===== src/rtl/ps2_host_tx.sv =====
module ps2_host_tx #(
  parameter int INHIBIT_CYCLES = 10000,
  parameter int REQ_CYCLES     = 200,
  parameter int TIMEOUT_CYCLES = 1500000
) (
  input  logic       clk,
  input  logic       rst_n,
  input  logic       start,
  input  logic [7:0] tx_byte,
  input  logic       ps2_clk_in,
  output logic       ps2_clk_oe,
  output logic       ps2_dat_oe,
  output logic       busy,
  output logic       done,
  output logic       timeout,
  output logic       rx_abort
);
  localparam int MAXC = (INHIBIT_CYCLES > TIMEOUT_CYCLES) ? INHIBIT_CYCLES : TIMEOUT_CYCLES;
  localparam int CW   = $clog2(MAXC + 1);
  localparam int LAST_BIT = 10;

  typedef enum logic [2:0] {S_IDLE, S_INHIB, S_REQ, S_SHIFT, S_HOLD} st_t;

  st_t           st;
  logic [CW-1:0] cnt;
  logic [8:0]    sh;
  logic          cur;
  logic [3:0]    nbit;
  logic          clk_q;
  logic          fall;

  assign fall       = clk_q & ~ps2_clk_in;
  assign busy       = (st == S_INHIB) || (st == S_REQ) || (st == S_SHIFT);
  assign ps2_clk_oe = (st == S_INHIB) || (st == S_REQ) || (st == S_HOLD);
  assign ps2_dat_oe = (st == S_REQ) || ((st == S_SHIFT) && !cur);

  always_ff @(posedge clk) begin
    if (!rst_n) begin
      st       <= S_IDLE;
      cnt      <= '0;
      sh       <= '1;
      cur      <= 1'b1;
      nbit     <= '0;
      clk_q    <= 1'b1;
      done     <= 1'b0;
      timeout  <= 1'b0;
      rx_abort <= 1'b0;
    end else begin
      clk_q    <= ps2_clk_in;
      done     <= 1'b0;
      rx_abort <= 1'b0;
      case (st)
        S_IDLE, S_HOLD: begin
          if (start) begin
            st       <= S_INHIB;
            cnt      <= '0;
            sh       <= {~^tx_byte, tx_byte};
            cur      <= 1'b0;
            nbit     <= '0;
            timeout  <= 1'b0;
            rx_abort <= 1'b1;
          end
        end
        S_INHIB: begin
          if (cnt == CW'(INHIBIT_CYCLES - 1)) begin
            st  <= S_REQ;
            cnt <= '0;
          end else begin
            cnt <= cnt + 1'b1;
          end
        end
        S_REQ: begin
          if (cnt == CW'(REQ_CYCLES - 1)) begin
            st  <= S_SHIFT;
            cnt <= '0;
          end else begin
            cnt <= cnt + 1'b1;
          end
        end
        S_SHIFT: begin
          if (fall) begin
            if (nbit == 4'(LAST_BIT)) begin
              st   <= S_HOLD;
              done <= 1'b1;
            end else begin
              cur  <= sh[0];
              sh   <= {1'b1, sh[8:1]};
              nbit <= nbit + 1'b1;
            end
          end else if (cnt == CW'(TIMEOUT_CYCLES - 1)) begin
            st      <= S_IDLE;
            timeout <= 1'b1;
          end else begin
            cnt <= cnt + 1'b1;
          end
        end
        default: st <= S_IDLE;
      endcase
    end
  end
endmodule


===== config.mk =====
export PLATFORM = sky130hd
export DESIGN_NAME = ps2_host_tx
export DESIGN_NICKNAME = d
export VERILOG_FILES = /design/src/rtl/ps2_host_tx.sv
export SDC_FILE = /design/constraint.sdc
export NUM_CORES = 1
export LEC_CHECK = 0
export ABC_AREA = 1
export BUFFER_PORTS_ARGS = -buffer_cell sky130_fd_sc_hd__buf_4
export CAP_MARGIN = 10
export CORE_MARGIN = 5
export CORE_UTILIZATION = 60
export DETAILED_ROUTE_END_ITERATION = 12
export HOLD_SLACK_MARGIN = 0.05
export PLACE_DENSITY = 0.89
export SLEW_MARGIN = 20
export SYNTH_ARGS = -nofsm -noshare
export SYNTH_HDL_FRONTEND = slang
export SYNTH_SLANG_ARGS = --single-unit
export TNS_END_PERCENT = 100

===== constraint.sdc =====
create_clock -name clk -period 2.45 [get_ports clk]
set_clock_uncertainty 0.1 [all_clocks]
set_input_delay 0.245 -clock clk [delete_from_list [all_inputs] [get_ports clk]]
set_output_delay 0.245 -clock clk [all_outputs]
set_load 0.03 [all_outputs]

==> results of run 1 <==
[stage by stage]
stage                     cell area [µm²]  total power, mW  cells
after floorplan                      2600             1.62    412
after global placement               2740             1.78    473
after detailed placement             2740             1.81    473
after CTS                            2850             2.36    481
after global routing                 2850             2.52    481
final                                2850             2.35    481
[worst max-delay path, cell delays in order, from the launching register on]
cell and delay (ns):
dfxtp_1 0.44, inv_2 0.10, nand3_2 0.26, nor2_2 0.09
inv_2 0.07, nand2_2 0.09, nor2_8 0.19, nand2_8 0.13
o21ai_4 0.42, nor2_1 0.10
[power breakdown]
| part | leakage [nW] | total [mW] | switching, mW | internal (mW) |
|---|---|---|---|---|
| Combinational | 0.787 | 0.963 | 0.670 | 0.293 |
| Clock | 0.0514 | 0.537 | 0.233 | 0.304 |
| Sequential | 0.342 | 0.846 | 0.0747 | 0.771 |
[cells in the final DEF, fill, tap and decap left out, types with 2 or more instances in the layout]
cell / n
nand2_1: 113
nor2_1: 90
dfxtp_1: 42
inv_1: 41
nand3_1: 27
buf_4: 18
nor3_1: 11
a21oi_1: 11
nand4_1: 9
xnor2_1: 8
o311ai_1: 8
inv_2: 5
o21ai_1: 5
clkbuf_8: 5
nor2_2: 4
nand2_2: 4
o21ai_0: 4
nand3_2: 3
ha_1: 3
nor2_4: 2
nor3_2: 2
[flip-flops by register name, indices dropped and copies added, names as in the netlist]
name / flops
sh: 9
timeout: 1
rx_abort: 1
done: 1
nbit: 4
cur: 1
cnt: 21
clk_q: 1
st: 3
[final cells by class]
cell class,count,share of cell area
multi-input cells,314,0.533
flip-flops and latches,42,0.295
inverters,47,0.0636
repair buffers,18,0.0474
clock buffers,6,0.0254
well taps,52,0.0228
clock inverters,2,0.0132
[cells by family after synthesis]
| logic type | count (synthesis) | share of synthesized area |
|---|---|---|
| compound gates | 33 | 0.0832 |
| xor+xnor | 8 | 0.0269 |
| fa+ha+maj | 3 | 0.0144 |
| buf+inv | 56 | 0.0928 |
| flops | 42 | 0.323 |
| simple gates | 270 | 0.459 |
[metal layers]
| layer | wire, µm | vias up | part of all wire | GRT usage |
|---|---|---|---|---|
| met5 | 0 | - | 0 | 0 |
| met4 | 96 | 0 | 0.016 | 0.101 |
| met3 | 379 | 11 | 0.063 | 0.0528 |
| met2 | 2830 | 68 | 0.47 | 0.355 |
| met1 | 2740 | 1156 | 0.45 | 0.302 |
| li1 | - | 1348 | - | - |
[path summary, 6_finish.rpt]
| check | start | endpoint | cells after the start |
|---|---|---|---|
| max | st[2] | cnt[0] | 9 |
| min | ps2_clk_in | clk_q | 3 |
| max reg2reg | st[2] | cnt[0] | 9 |
| min reg2reg | timeout | timeout | 2 |
==> results.md, run 1 <==
* Status: finished clean
* Port-buffer cells at 17
* Worst-Margin Slew at 0.447 ns
* Register Area at 841 µm²
* Fin Setup TNS at 0 ns
* Overflow after GRT at 0
* Drt pass-1 iters at 4
* Cell accounting for the most synthesized area: dfxtp_1
* Clock root cell: clkbuf_8
* Row Count at 24
* Crit Path Max Fanout at 17
* Post-synth top cells: nand2_1 (113), nor2_1 (90), dfxtp_1 (42)
* Routed wire length at 6050 µm
* Setup CP Type: reg2reg
* Required time of the worst setup path at 2.52 ns
* RSZ-0062 raised after global routing: false
* Pin count of the biggest net entering global routing at 21
* Synth top area share at 0.323
* Vias in the first global route at 2371
* FF-to-FF setup slack at 0.32 ns
* Syn_area_per_cell at 6.31 µm²
* Worst-path clk slew at 0.08 ns
* # resized after CTS at 0
* Achievable Freq at 470 MHz
* Hold WC Path Type: in2reg
* Top-count cell post-synth: nand2_1
* Pwr dens at 823 mW/mm²
* Wire per inst at 12.6 µm
* Die footprint at 0.00575 mm²
* Final Cycle Share at 0.868
* CTS Hold Bufs at 0
* Die X-Extent at 75.8 µm
* DRT iter0 DRCs at 177
* Initial antenna violation count at 0
* Total track usage at 0.229
* Leakage power total at 1.18 nW
* Worst setup SP type: flop
* Fin nets at 443
* Antenna Nets Post-Route at 0
* Clock tree buffer depth at 2
* Slew HR at 0.701
* Most common flop cell mapped by yosys: dfxtp_1
* CTS H-tree lvls at 2
* Minimum clock period at 2.13 ns
* Final Hold Vio Count at 0
* Worst VDD drop at 0.000721 V
* Distinct cells, synth at 34
* N_diodes at 0
* Syn Std Cell Area at 0.00260 mm²
* Hold WS at 0.0608 ns
* Via count at 2583
* Final slew viol count at 0
* Post-synth EDFFs at 0
* Clock Latency Late Sink at 0.29 ns
* Post-CTS setup buffer count at 0
* Core footprint at 0.00429 mm²
* Sequential share of the synthesized area at 0.323
* I/O Pins at 18
* Routed vias/inst at 5.37
* Crit path DAT at 2.19 ns
* Routability Congestion at 0.959
* Yosys warning count at 0
* Worst setup EP type: flop
* Syn_nets at 427
* Setup Viol. Count Final at 0
* Area of the multi-input gates at 0.00152 mm²
* Final Core Density at 0.664
* Die Height at 75.8 µm
* DPL Wire Length at 4440 µm
* CTS Buf Count at 5
* Post-Syn Instances at 412
* First-pass GRT wire length at 10200 µm
* Initial Utilization at 0.606
* Max_cap viols at 0
* Setup ws final at 0.324 ns
* CTS tree: yes
* Dpl ws at 0.349 ns
* Synthesized flop and latch total at 42
* DRC at 0
* Synth top area cells: dfxtp_1 (32%), nand2_1 (16%), nor2_1 (13%)
* Asr flop ratio synth at 0
* FILL cells at 381
* Share of post-route cells with drive strength above 1 at 0.119
* Area growth, synth to finish at 9.62%
* Clock Sinks at 42
No activity file was read; power rests on OpenSTA's default activity.
==> inputs of run 2 (changes only) <==
- CORE_ASPECT_RATIO: not set -> 1.2
==> results.md, run 2 (same netlist as run 1, synthesis figures left out) <==
* CTS tree: yes
* CTS H-tree lvls at 2 (unchanged)
* Seq pwr share at 0.369 (+0.008)
* Minimum clock period at 2.11 ns (-0.0139 ns)
* Overflow after GRT at 0 (unchanged)
* Port-buffer cells at 17 (unchanged)
* Final Hold Vio Count at 0 (unchanged)
* N_diodes at 0 (unchanged)
* Share of post-route cells with drive strength above 1 at 0.121 (+0.00205)
* Area growth, synth to finish at 9.62% (unchanged)
* Worst-path clk slew at 0.08 ns (about the same)
* Clock Latency Late Sink at 0.30 ns (about the same)
* FILL cells at 382 (+0.26%)
* Register Area at 841 µm² (unchanged)
* Most flops, register: cnt
* Required time of the worst setup path at 2.52 ns (about the same)
* Core footprint at 0.00423 mm² (-1.5%)
* Crit Path Max Fanout at 16 (-1)
* Fin nets at 444 (+0.23%)
* Wire per inst at 13.0 µm (+3.1%)
* Commonest cells after routing, fill and taps aside: nand2_1 (113), nor2_1 (90), dfxtp_1 (42)
* RSZ-0062 raised after global routing: false
* Hold WC Path Type: in2reg
* Total track usage at 0.232 (+0.00339)
* Die Height at 82.1 µm (+8.3%)
* Worst-Margin Slew at 0.506 ns (+0.0587 ns)
* # resized after CTS at 0 (unchanged)
* Worst VDD drop at 0.000618 V (-14%)
* Routed wire length at 6310 µm (+4.2%)
* Routability Congestion at 0.949 (-1.0%)
* Drt pass-1 iters at 4 (unchanged)
* Final Cycle Share at 0.862 (-0.00567)
* Antenna Nets Post-Route at 0 (unchanged)
* Regs by FF count: cnt (21), sh (9), nbit (4)
* Initial Utilization at 0.615 (+0.00932)
* Leakage power total at 1.18 nW (-0.10%)
* Vias in the first global route at 2537 (+7.0%)
* Setup Viol. Count Final at 0 (unchanged)
* First-pass GRT wire length at 10700 µm (+4.7%)
* DRC at 0 (unchanged)
* Clock power frac at 0.208 (-0.021)
* Slew HR at 0.661 (-0.0393)
* Inst Count DP at 477 (+0.85%)
* Most common cell after layout, fill and taps aside: nand2_1
* Final Non-Filler Cells at 486 (+1.0%)
* Via count at 2663 (+3.1%)
* Row Count at 26 (+8.3%)
* Area of the multi-input gates at 0.00152 mm² (unchanged)
* Final instance area at 0.00285 mm² (unchanged)
* Worst setup EP type: flop
* Achievable Freq at 474 MHz (+0.66%)
* Sw Ratio at 0.436 (+0.0195)
* Die X-Extent at 70.1 µm (-7.6%)
* Int Pwr at 1.29 mW (-5.5%)
* CTS Buf Count at 5 (unchanged)
* Initial antenna violation count at 0 (unchanged)
* Pin count of the biggest net entering global routing at 21 (unchanged)
* Die footprint at 0.00576 mm² (about the same)
* DRT iter0 DRCs at 155 (-12%)
* Hold WS at 0.158 ns (+0.0974 ns)
* Fin Setup TNS at 0 ns (unchanged)
* Status: finished clean
* Routed vias/inst at 5.48 (+2.0%)
* Clock tree buffer depth at 2 (unchanged)
* Clock Sinks at 42 (unchanged)
* Post-DP Area at 0.00275 mm² (+0.18%)
* Pwr dens at 804 mW/mm² (-2.3%)
* DPL Wire Length at 4740 µm (+6.8%)
* Worst setup SP type: flop
* I/O Pins at 18 (unchanged)
* Max_cap viols at 0 (unchanged)
* Max reg flops at 21 (unchanged)
* Gate power share at 0.422 (+0.012)
* Crit path DAT at 2.18 ns (about the same)
* Clock root cell: clkbuf_8
* Setup CP Type: reg2reg
* Switching power total at 1.00 mW (+2.3%)
* Final slew viol count at 0 (unchanged)
## run 2: cell types whose count changed in the layout (fill, tap and decap cells not counted)
cell	change
clkinv_2	+1
dlygate4sd3_1	+1
clkbuf_8	+1
clkbuf_1	-1
bufinv_16	-1
## run 2: worst paths after layout
kind | start | end | slack, ns | cells after the start
worst max-delay path | cnt[0] | cnt[3] | 0.34 | 10
worst min-delay path | rst_n | clk_q | 0.16 | 2
worst max register to register | cnt[0] | cnt[3] | 0.34 | 10
worst min register to register | sh[4] | sh[4] | 0.37 | 2
## run 2: final cells by class
type / instances / share of cell area
clock buffer: 6 / 0.0290
clock inverter: 2 / 0.00439
inverter: 47 / 0.0636
multi-input combinational: 314 / 0.533
sequential: 42 / 0.295
tap: 56 / 0.0246
timing repair buffer: 19 / 0.0509
## run 2: what timing repair did
action                                  4_1_cts  5_1_grt
endpoints found under the setup margin        0        0
hold buffers                                  1        0
buffers inserted                              0        0
endpoints found under the hold margin         1        0
## run 2: worst max-delay path: stages, from the launching register on
cell and delay, ns:
dfxtp_1 0.39, ha_1 0.24, nand2_2 0.10, inv_1 0.09, nand2_1 0.05, nor2_1 0.09, nand3_1 0.07, nand2_1 0.10
nand3_1 0.14, o21ai_4 0.45, nor2_1 0.13
## run 2: per-layer routing
metal	up-vias	track usage	wire (µm)
met3	30	0.0363	316
li1	1348	-	-
met5	-	0	0
met4	0	0.169	308
met2	94	0.444	3290
met1	1191	0.228	2390
## run 2: power groups by stage
| stage | Clock (mW) | Sequential, mW | Combinational, mW |
|---|---|---|---|
| floorplan | 0 | 0.848 | 0.770 |
| global placement | 0 | 0.855 | 0.937 |
| detailed placement | 0 | 0.861 | 0.960 |
| CTS | 0.487 | 0.845 | 0.969 |
| global route | 0.509 | 0.859 | 1.08 |
| finish | 0.478 | 0.847 | 0.969 |
## run 2: stage by stage
step                worst slack (ns)  power [mW]   util
floorplan                      0.734        1.62      -
global placement               0.507        1.79  0.649
detailed placement             0.407        1.82  0.649
CTS                            0.384        2.30  0.674
global route                   0.177        2.44  0.674
finish                         0.338        2.29  0.674
